File: src/rtl/qtc_pkg.sv
package qtc_pkg;
  localparam int NCH      = 8;
  localparam int SLOT_W   = 9;
  localparam int WORD_W   = 3;
  localparam int CODE_W   = 6;
  localparam int ADDR_W   = 16;
  localparam int DATA_W   = 32;

  localparam int OPT_CODE_LSB = 12;
  localparam int OPT_IEN_BIT  = 20;

  localparam logic [15:0] OFS_MAP      = 16'h0200;
  localparam logic [15:0] OFS_MISS_CLR = 16'h0314;
  localparam logic [15:0] OFS_PEND_LO  = 16'h1068;
  localparam logic [15:0] OFS_PEND_HI  = 16'h106C;
  localparam logic [15:0] OFS_PCLR_LO  = 16'h1070;
  localparam logic [15:0] OFS_PCLR_HI  = 16'h1074;
  localparam logic [15:0] OFS_EN_CLR   = 16'h1088;
  localparam logic [15:0] OFS_EN_SET   = 16'h108C;
  localparam logic [15:0] OFS_EV_CLR   = 16'h1094;
  localparam logic [15:0] DSC_BASE     = 16'h4000;
endpackage

File: src/rtl/qtc_chan_slice.sv
module qtc_chan_slice
  import qtc_pkg::*;
#(
  parameter int SLOT_W = qtc_pkg::SLOT_W,
  parameter int WORD_W = qtc_pkg::WORD_W,
  parameter int CODE_W = qtc_pkg::CODE_W,
  parameter int ADDR_W = qtc_pkg::ADDR_W
) (
  input  logic              clk_i,
  input  logic              rst_ni,
  input  logic              map_we_i,
  input  logic [SLOT_W-1:0] map_slot_i,
  input  logic [WORD_W-1:0] map_word_i,
  input  logic              dsc_wr_i,
  input  logic [ADDR_W-3:0] dsc_waddr_i,  // word address
  input  logic [CODE_W-1:0] opt_code_i,
  input  logic              opt_ien_i,
  output logic [SLOT_W-1:0] slot_o,
  output logic [WORD_W-1:0] word_o,
  output logic              hit_o,
  output logic [CODE_W-1:0] code_o,
  output logic              ien_o
);
  localparam int REG_LSB = SLOT_W + WORD_W;

  logic [SLOT_W-1:0] slot_q;
  logic [WORD_W-1:0] word_q;
  logic [CODE_W-1:0] code_q;
  logic              ien_q;
  logic              in_region, slot_hit, opt_wr;

  assign in_region = dsc_waddr_i[ADDR_W-3:REG_LSB] == DSC_BASE[ADDR_W-1:REG_LSB+2];
  assign slot_hit  = dsc_wr_i && in_region && (dsc_waddr_i[WORD_W +: SLOT_W] == slot_q);
  assign hit_o     = slot_hit && (dsc_waddr_i[WORD_W-1:0] == word_q);
  assign opt_wr    = slot_hit && (dsc_waddr_i[WORD_W-1:0] == '0);

  always_ff @(posedge clk_i or negedge rst_ni) begin
    if (!rst_ni) begin
      slot_q <= '0;
      word_q <= '0;
      code_q <= '0;
      ien_q  <= 1'b0;
    end else begin
      if (map_we_i) begin
        slot_q <= map_slot_i;
        word_q <= map_word_i;
      end
      if (opt_wr) begin
        code_q <= opt_code_i;
        ien_q  <= opt_ien_i;
      end
    end
  end

  assign slot_o = slot_q;
  assign word_o = word_q;
  assign code_o = code_q;
  assign ien_o  = ien_q;
endmodule

File: src/rtl/qtc_prio_pick.sv
module qtc_prio_pick #(
  parameter int N    = 8,
  localparam int IW  = $clog2(N)
) (
  input  logic [N-1:0]  vec_i,
  output logic          any_o,
  output logic [IW-1:0] idx_o
);
  always_comb begin
    idx_o = '0;
    for (int i = N - 1; i >= 0; i--) begin
      if (vec_i[i]) idx_o = IW'(i);
    end
  end
  assign any_o = |vec_i;
endmodule

File: src/rtl/qtc_pend_bank.sv
module qtc_pend_bank #(
  parameter int CODE_W  = 6,
  parameter int DATA_W  = 32,
  localparam int PEND_W = 1 << CODE_W
) (
  input  logic              clk_i,
  input  logic              rst_ni,
  input  logic              set_i,
  input  logic [CODE_W-1:0] set_idx_i,
  input  logic              clr_lo_i,
  input  logic              clr_hi_i,
  input  logic [DATA_W-1:0] clr_data_i,
  output logic [PEND_W-1:0] pend_o
);
  logic [PEND_W-1:0] pend_q, set_mask, clr_mask;

  always_comb begin
    set_mask = '0;
    if (set_i) set_mask[set_idx_i] = 1'b1;
    clr_mask = '0;
    if (clr_lo_i) clr_mask[DATA_W-1:0]      = clr_data_i;
    if (clr_hi_i) clr_mask[PEND_W-1:DATA_W] = clr_data_i;
  end

  // a new completion wins over a same-cycle clear
  always_ff @(posedge clk_i or negedge rst_ni) begin
    if (!rst_ni) pend_q <= '0;
    else         pend_q <= (pend_q & ~clr_mask) | set_mask;
  end

  assign pend_o = pend_q;
endmodule

File: src/rtl/qtc_ctrl.sv
module qtc_ctrl
  import qtc_pkg::*;
#(
  parameter int NCH    = qtc_pkg::NCH,
  parameter int SLOT_W = qtc_pkg::SLOT_W,
  parameter int WORD_W = qtc_pkg::WORD_W,
  parameter int CODE_W = qtc_pkg::CODE_W,
  parameter int ADDR_W = qtc_pkg::ADDR_W,
  parameter int DATA_W = qtc_pkg::DATA_W,
  localparam int CH_W   = $clog2(NCH),
  localparam int PEND_W = 1 << CODE_W
) (
  input  logic              clk_i,
  input  logic              rst_ni,
  input  logic              reg_wr_i,
  input  logic [ADDR_W-1:0] reg_addr_i,
  input  logic [DATA_W-1:0] reg_wdata_i,
  output logic [DATA_W-1:0] reg_rdata_o,
  input  logic              dsc_wr_i,
  input  logic [ADDR_W-1:0] dsc_addr_i,
  input  logic [DATA_W-1:0] dsc_wdata_i,
  output logic              req_o,
  output logic [CH_W-1:0]   req_ch_o,
  output logic [SLOT_W-1:0] req_slot_o,
  input  logic              req_ack_i,
  input  logic              done_i,
  input  logic [CH_W-1:0]   done_ch_i,
  output logic              irq_o
);
  logic [NCH-1:0]    en_q, ev_q, miss_q;
  logic [NCH-1:0]    hit, trig, ack_mask, map_we;
  logic [SLOT_W-1:0] slot_a [NCH];
  logic [WORD_W-1:0] word_a [NCH];
  logic [CODE_W-1:0] code_a [NCH];
  logic [NCH-1:0]    ien_a;
  logic [PEND_W-1:0] pend_q;
  logic              map_sel, unused_snoop;
  logic [CH_W-1:0]   map_idx;

  assign map_sel = reg_addr_i[ADDR_W-1:CH_W+2] == OFS_MAP[ADDR_W-1:CH_W+2];
  assign map_idx = reg_addr_i[CH_W+1:2];
  assign unused_snoop = ^dsc_addr_i[1:0];

  function automatic logic wr_at(input logic [ADDR_W-1:0] ofs);
    return reg_wr_i && (reg_addr_i == ofs);
  endfunction

  for (genvar c = 0; c < NCH; c++) begin : g_ch
    assign map_we[c] = reg_wr_i && map_sel && (map_idx == CH_W'(c));
    qtc_chan_slice #(
      .SLOT_W(SLOT_W), .WORD_W(WORD_W), .CODE_W(CODE_W), .ADDR_W(ADDR_W)
    ) slice_i (
      .clk_i      (clk_i),
      .rst_ni     (rst_ni),
      .map_we_i   (map_we[c]),
      .map_slot_i (reg_wdata_i[WORD_W+2 +: SLOT_W]),
      .map_word_i (reg_wdata_i[2 +: WORD_W]),
      .dsc_wr_i   (dsc_wr_i),
      .dsc_waddr_i(dsc_addr_i[ADDR_W-1:2]),
      .opt_code_i (dsc_wdata_i[OPT_CODE_LSB +: CODE_W]),
      .opt_ien_i  (dsc_wdata_i[OPT_IEN_BIT]),
      .slot_o     (slot_a[c]),
      .word_o     (word_a[c]),
      .hit_o      (hit[c]),
      .code_o     (code_a[c]),
      .ien_o      (ien_a[c])
    );
  end

  assign trig = hit & en_q;

  qtc_prio_pick #(.N(NCH)) pick_i (
    .vec_i(ev_q),
    .any_o(req_o),
    .idx_o(req_ch_o)
  );
  assign req_slot_o = slot_a[req_ch_o];

  always_comb begin
    ack_mask = '0;
    if (req_ack_i && req_o) ack_mask[req_ch_o] = 1'b1;
  end

  always_ff @(posedge clk_i or negedge rst_ni) begin
    if (!rst_ni) begin
      en_q   <= '0;
      ev_q   <= '0;
      miss_q <= '0;
    end else begin
      en_q   <= (en_q & ~(wr_at(OFS_EN_CLR) ? reg_wdata_i[NCH-1:0] : '0))
              | (wr_at(OFS_EN_SET) ? reg_wdata_i[NCH-1:0] : '0);
      ev_q   <= (ev_q & ~ack_mask & ~(wr_at(OFS_EV_CLR) ? reg_wdata_i[NCH-1:0] : '0))
              | trig;
      miss_q <= (miss_q & ~(wr_at(OFS_MISS_CLR) ? reg_wdata_i[NCH-1:0] : '0))
              | (trig & ev_q);
    end
  end

  qtc_pend_bank #(.CODE_W(CODE_W), .DATA_W(DATA_W)) pend_i (
    .clk_i     (clk_i),
    .rst_ni    (rst_ni),
    .set_i     (done_i && ien_a[done_ch_i]),
    .set_idx_i (code_a[done_ch_i]),
    .clr_lo_i  (wr_at(OFS_PCLR_LO)),
    .clr_hi_i  (wr_at(OFS_PCLR_HI)),
    .clr_data_i(reg_wdata_i),
    .pend_o    (pend_q)
  );
  assign irq_o = |pend_q;

  always_comb begin
    reg_rdata_o = '0;
    if (map_sel)
      reg_rdata_o[2 +: SLOT_W+WORD_W] = {slot_a[map_idx], word_a[map_idx]};
    else if (reg_addr_i == OFS_EN_SET)   reg_rdata_o[NCH-1:0] = en_q;
    else if (reg_addr_i == OFS_EV_CLR)   reg_rdata_o[NCH-1:0] = ev_q;
    else if (reg_addr_i == OFS_MISS_CLR) reg_rdata_o[NCH-1:0] = miss_q;
    else if (reg_addr_i == OFS_PEND_LO)  reg_rdata_o = pend_q[DATA_W-1:0];
    else if (reg_addr_i == OFS_PEND_HI)  reg_rdata_o = pend_q[PEND_W-1:DATA_W];
  end
endmodule

File: config.mk
export PLATFORM = sky130hd
export DESIGN_NAME = qtc_ctrl
export DESIGN_NICKNAME = d
export VERILOG_FILES = /design/src/rtl/qtc_pkg.sv /design/src/rtl/qtc_chan_slice.sv /design/src/rtl/qtc_prio_pick.sv /design/src/rtl/qtc_pend_bank.sv /design/src/rtl/qtc_ctrl.sv
export SDC_FILE = /design/constraint.sdc
export NUM_CORES = 1
export LEC_CHECK = 0
export CELL_PAD_IN_SITES_DETAIL_PLACEMENT = 0
export CELL_PAD_IN_SITES_GLOBAL_PLACEMENT = 2
export CORE_MARGIN = 2
export CORE_UTILIZATION = 42
export DETAILED_ROUTE_END_ITERATION = 8
export GPL_ROUTABILITY_DRIVEN = 1
export PLACE_DENSITY_LB_ADDON = 0.2
export SLEW_MARGIN = 20
export SYNTH_ARGS = -nofsm -noshare
export SYNTH_HDL_FRONTEND = slang
export SYNTH_SLANG_ARGS = --single-unit
export TNS_END_PERCENT = 20
File: constraint.sdc
create_clock -name clk_i -period 5.2 [get_ports clk_i]
set_clock_uncertainty 0.05 [all_clocks]
set_input_delay 1.3 -clock clk_i [delete_from_list [all_inputs] [get_ports clk_i]]
set_output_delay 1.3 -clock clk_i [all_outputs]
set_load 0.01 [all_outputs]
==> flow_metrics.env <==
export IMPL_status="finished, final reports clean"
export IMPL_hold_viol=0
export IMPL_row_count=65
export IMPL_crit_slowest_cell="clkdlybuf4s50_1"
export IMPL_cts_sinks=240
export IMPL_netlist_area_sq_um=13600
export IMPL_drt_iter0_markers=766
export IMPL_antennaDiodeCount=0
export IMPL_antenna_found_initial=0
export IMPL_tightest_slew_ns=0.932
export IMPL_drv_slew=0
export IMPL_port_buffers=123
export IMPL_synth_nets=1254
export IMPL_cts_hold_fix_buffers=0
export IMPL_worstSetupPathType="primary input to primary output"
export IMPL_synth_top_cell_area_share=0.441
export IMPL_startpoint_type="primary input"
export IMPL_routed_wl_um=44700
export IMPL_track_usage=0.267
export IMPL_start_util=0.430
export IMPL_crit_arrival_ns=3.84
export IMPL_routabilityCongestion=0.850
export IMPL_async_flop_share=1.00
export IMPL_syn_to_final_growth_pct=22.2
export IMPL_max_stage_delay_ns=0.53
export IMPL_fillerInstances=2827
export IMPL_min_path_type="register to register"
export IMPL_die_area_sq_um=33900
export IMPL_clk_insertion_delay_late_ns=0.56
export IMPL_clk_path_buf_depth=3
export IMPL_drc=0
export IMPL_dp_hpwl_um=31600
export IMPL_multi_input_area_sq_um=7270
export IMPL_wire_per_inst_um=25.8
export IMPL_synthCells=1149
export IMPL_numCtsBuffers=29
export IMPL_drive_gt1_frac=0.280
export IMPL_root_buffer="clkbuf_16"
export IMPL_required_ns=3.85
export IMPL_yosys_most_used_dff="dfrtp_1"
export IMPL_yosysTopAreaCell="dfrtp_1"
export IMPL_first_global_vias=10400
export IMPL_max_freq_ghz=0.193
export IMPL_synth_avg_cell_area_sq_um=11.9
export IMPL_synth_commonest_cells="dfrtp_1 (240), mux2_2 (146), nand2_1 (119)"
export IMPL_yosys_register_bits=240
export IMPL_yosysWarnings=0
export IMPL_cp_top_family="simple AND/OR/NAND/NOR gates"
export IMPL_gr_total_overflow=0
export IMPL_path_clk_slew_ns=0.06
export IMPL_leakage_nw=7.66
export IMPL_chipHeight_um=184
export IMPL_core_sq_um=31700
export IMPL_powerDensity_nw_per_um2=256
export IMPL_grt_start_max_net_pins=116
export IMPL_peakVddDrop_v=0.000258
export IMPL_vias=10400
export IMPL_cap_violations=0
export IMPL_cp_end_kind="primary output"
export IMPL_period_minus_slack_ns=5.19
export IMPL_finalNetCount=1409
export IMPL_critPathBufInv=2
export IMPL_cts_tree="yes"
export IMPL_synth_area_leaders="dfrtp_1 (44%), mux2_2 (12%), mux4_2 (5.6%), a22o_1 (4.9%), xnor2_1 (4.6%)"
export IMPL_crit_path_max_fanout=4
export IMPL_synth_seq_area_share=0.441
export IMPL_io_pins=151
export IMPL_grt_pass1_wl_um=67200
export IMPL_ys_types=72
export IMPL_die_x_um=184
export IMPL_cp_common_cell="clkdlybuf4s50_1"
export IMPL_h_tree_depth=1
export IMPL_rsz0062_at_grt="true"
export IMPL_path_cells="clkdlybuf4s50_1 -> nor4bb_4 -> nand2_1 -> or2_4 -> or3b_1 -> o211ai_1 -> o211a_1 -> clkdlybuf4s50_1"
export IMPL_relSlewSlack=0.379
export IMPL_synth_most_common_cell="dfrtp_1"
export IMPL_period_share=0.998
export IMPL_layoutNonFillerInstCount=1728
export IMPL_power_mw=4.27
export IMPL_post_place_cells=1672
export IMPL_synth_edf_count=0
export IMPL_finalSetupViolations=0
export IMPL_drt_pass1_iterations=5
export IMPL_ant_nets=0
export IMPL_seq_area_sq_um=6010
export IMPL_vias_per_cell=6.00
[per-layer routing]
| metal | global-route usage | wire length, um | up-vias |
|---|---|---|---|
| met2 | 0.425 | 20600 | 336 |
| met1 | 0.390 | 20300 | 5344 |
| met5 | 0 | 0 | - |
| li1 | - | - | 4632 |
| met3 | 0.0322 | 2580 | 61 |
| met4 | 0.0653 | 1100 | 0 |
[stage by stage]
stage	setup slack [ns]	utilization	TNS [ns]	hold slack, ns	area, sq um
floorplan	1.02	-	0	0.407	13600
global placement	-0.217	0.491	-1.75	0.423	15600
detailed placement	-0.173	0.491	-1.44	0.433	15600
CTS	0.0108	0.522	0	0.449	16600
global route	-0.103	0.525	-0.118	0.462	16700
finish	0.00869	0.525	0	0.452	16700
[final timing paths]
check                                           from                         to  slack [ns]  cells past startpoint
setup / recovery                       reg_addr_i[7]             reg_rdata_o[0]       0.009                      8
hold / removal             g_ch[1].slice_i.code_o[5]  g_ch[1].slice_i.code_o[5]        0.45                      1
setup reg to reg           g_ch[4].slice_i.slot_o[0]  g_ch[4].slice_i.code_o[2]        2.61                      6
hold reg to reg            g_ch[1].slice_i.code_o[5]  g_ch[1].slice_i.code_o[5]        0.45                      1
max in group asynchronous                     rst_ni  g_ch[1].slice_i.slot_o[3]        3.33                      2
min in group asynchronous                     rst_ni  g_ch[5].slice_i.word_o[0]        0.76                      1
[layout by cell type, fill, tap and decap left out, drive strengths merged, types with 11 or more instances in the layout]
cell,netlist,final
a22o,76,76
a32o,13,13
buf,57,76
clkbuf,15,42
clkdlybuf4s50,0,101
dfrtp,240,240
dlymetal6s2s,0,13
inv,11,13
mux2,158,158
mux2i,63,63
mux4,34,34
nand2,122,122
nand3,13,13
nand4,24,24
nor2,31,31
nor3,20,20
nor4,29,29
o21ai,11,11
o22ai,20,20
o2bb2ai,15,15
or2,13,13
xnor2,72,72
xor2,24,24
[area by class of cell]
cell class	count	share of cell area
Clock inverter	11	0.0101
Multi-Input combinational cell	826	0.436
Timing Repair Buffer	196	0.111
Tap cell	402	0.0302
Sequential cell	240	0.360
Clock buffer	42	0.0495
Inverter	11	0.00248
[registers in the layout, indices dropped and copies added (netlist names)]
register / cells
g_ch.slice_i.word_o: 24
en_q: 8
miss_q: 8
g_ch.slice_i.code_o: 48
g_ch.slice_i.ien_o: 8
pend_i.pend_o: 64
g_ch.slice_i.slot_o: 72
ev_q: 8
[logic make-up (layout without fill, tap and decap cells)]
group / Yosys count / count (layout) / share of synthesized area
xor gates and xnor gates: 96 / 96 / 0.0617
buffers and inverters: 83 / 260 / 0.0311
DFF: 240 / 240 / 0.441
muxes: 255 / 255 / 0.239
AOI/OAI and AO/OA: 184 / 184 / 0.111
and+or+nand+nor: 291 / 291 / 0.116
[what timing repair did]
action	4_1_cts	5_1_grt
pin swaps	1	3
gates cloned	0	1
buffers inserted	0	2
endpoints found under the setup margin	29	26
gates resized for setup	12	22
[report_power, final]
part | switching [mW] | internal (mW) | total, mW
Combinational | 0.168 | 0.113 | 0.281
Sequential | 0.00151 | 1.87 | 1.87
Clock | 0.820 | 1.30 | 2.12
Note: power is estimated with default switching activity, not from simulation.
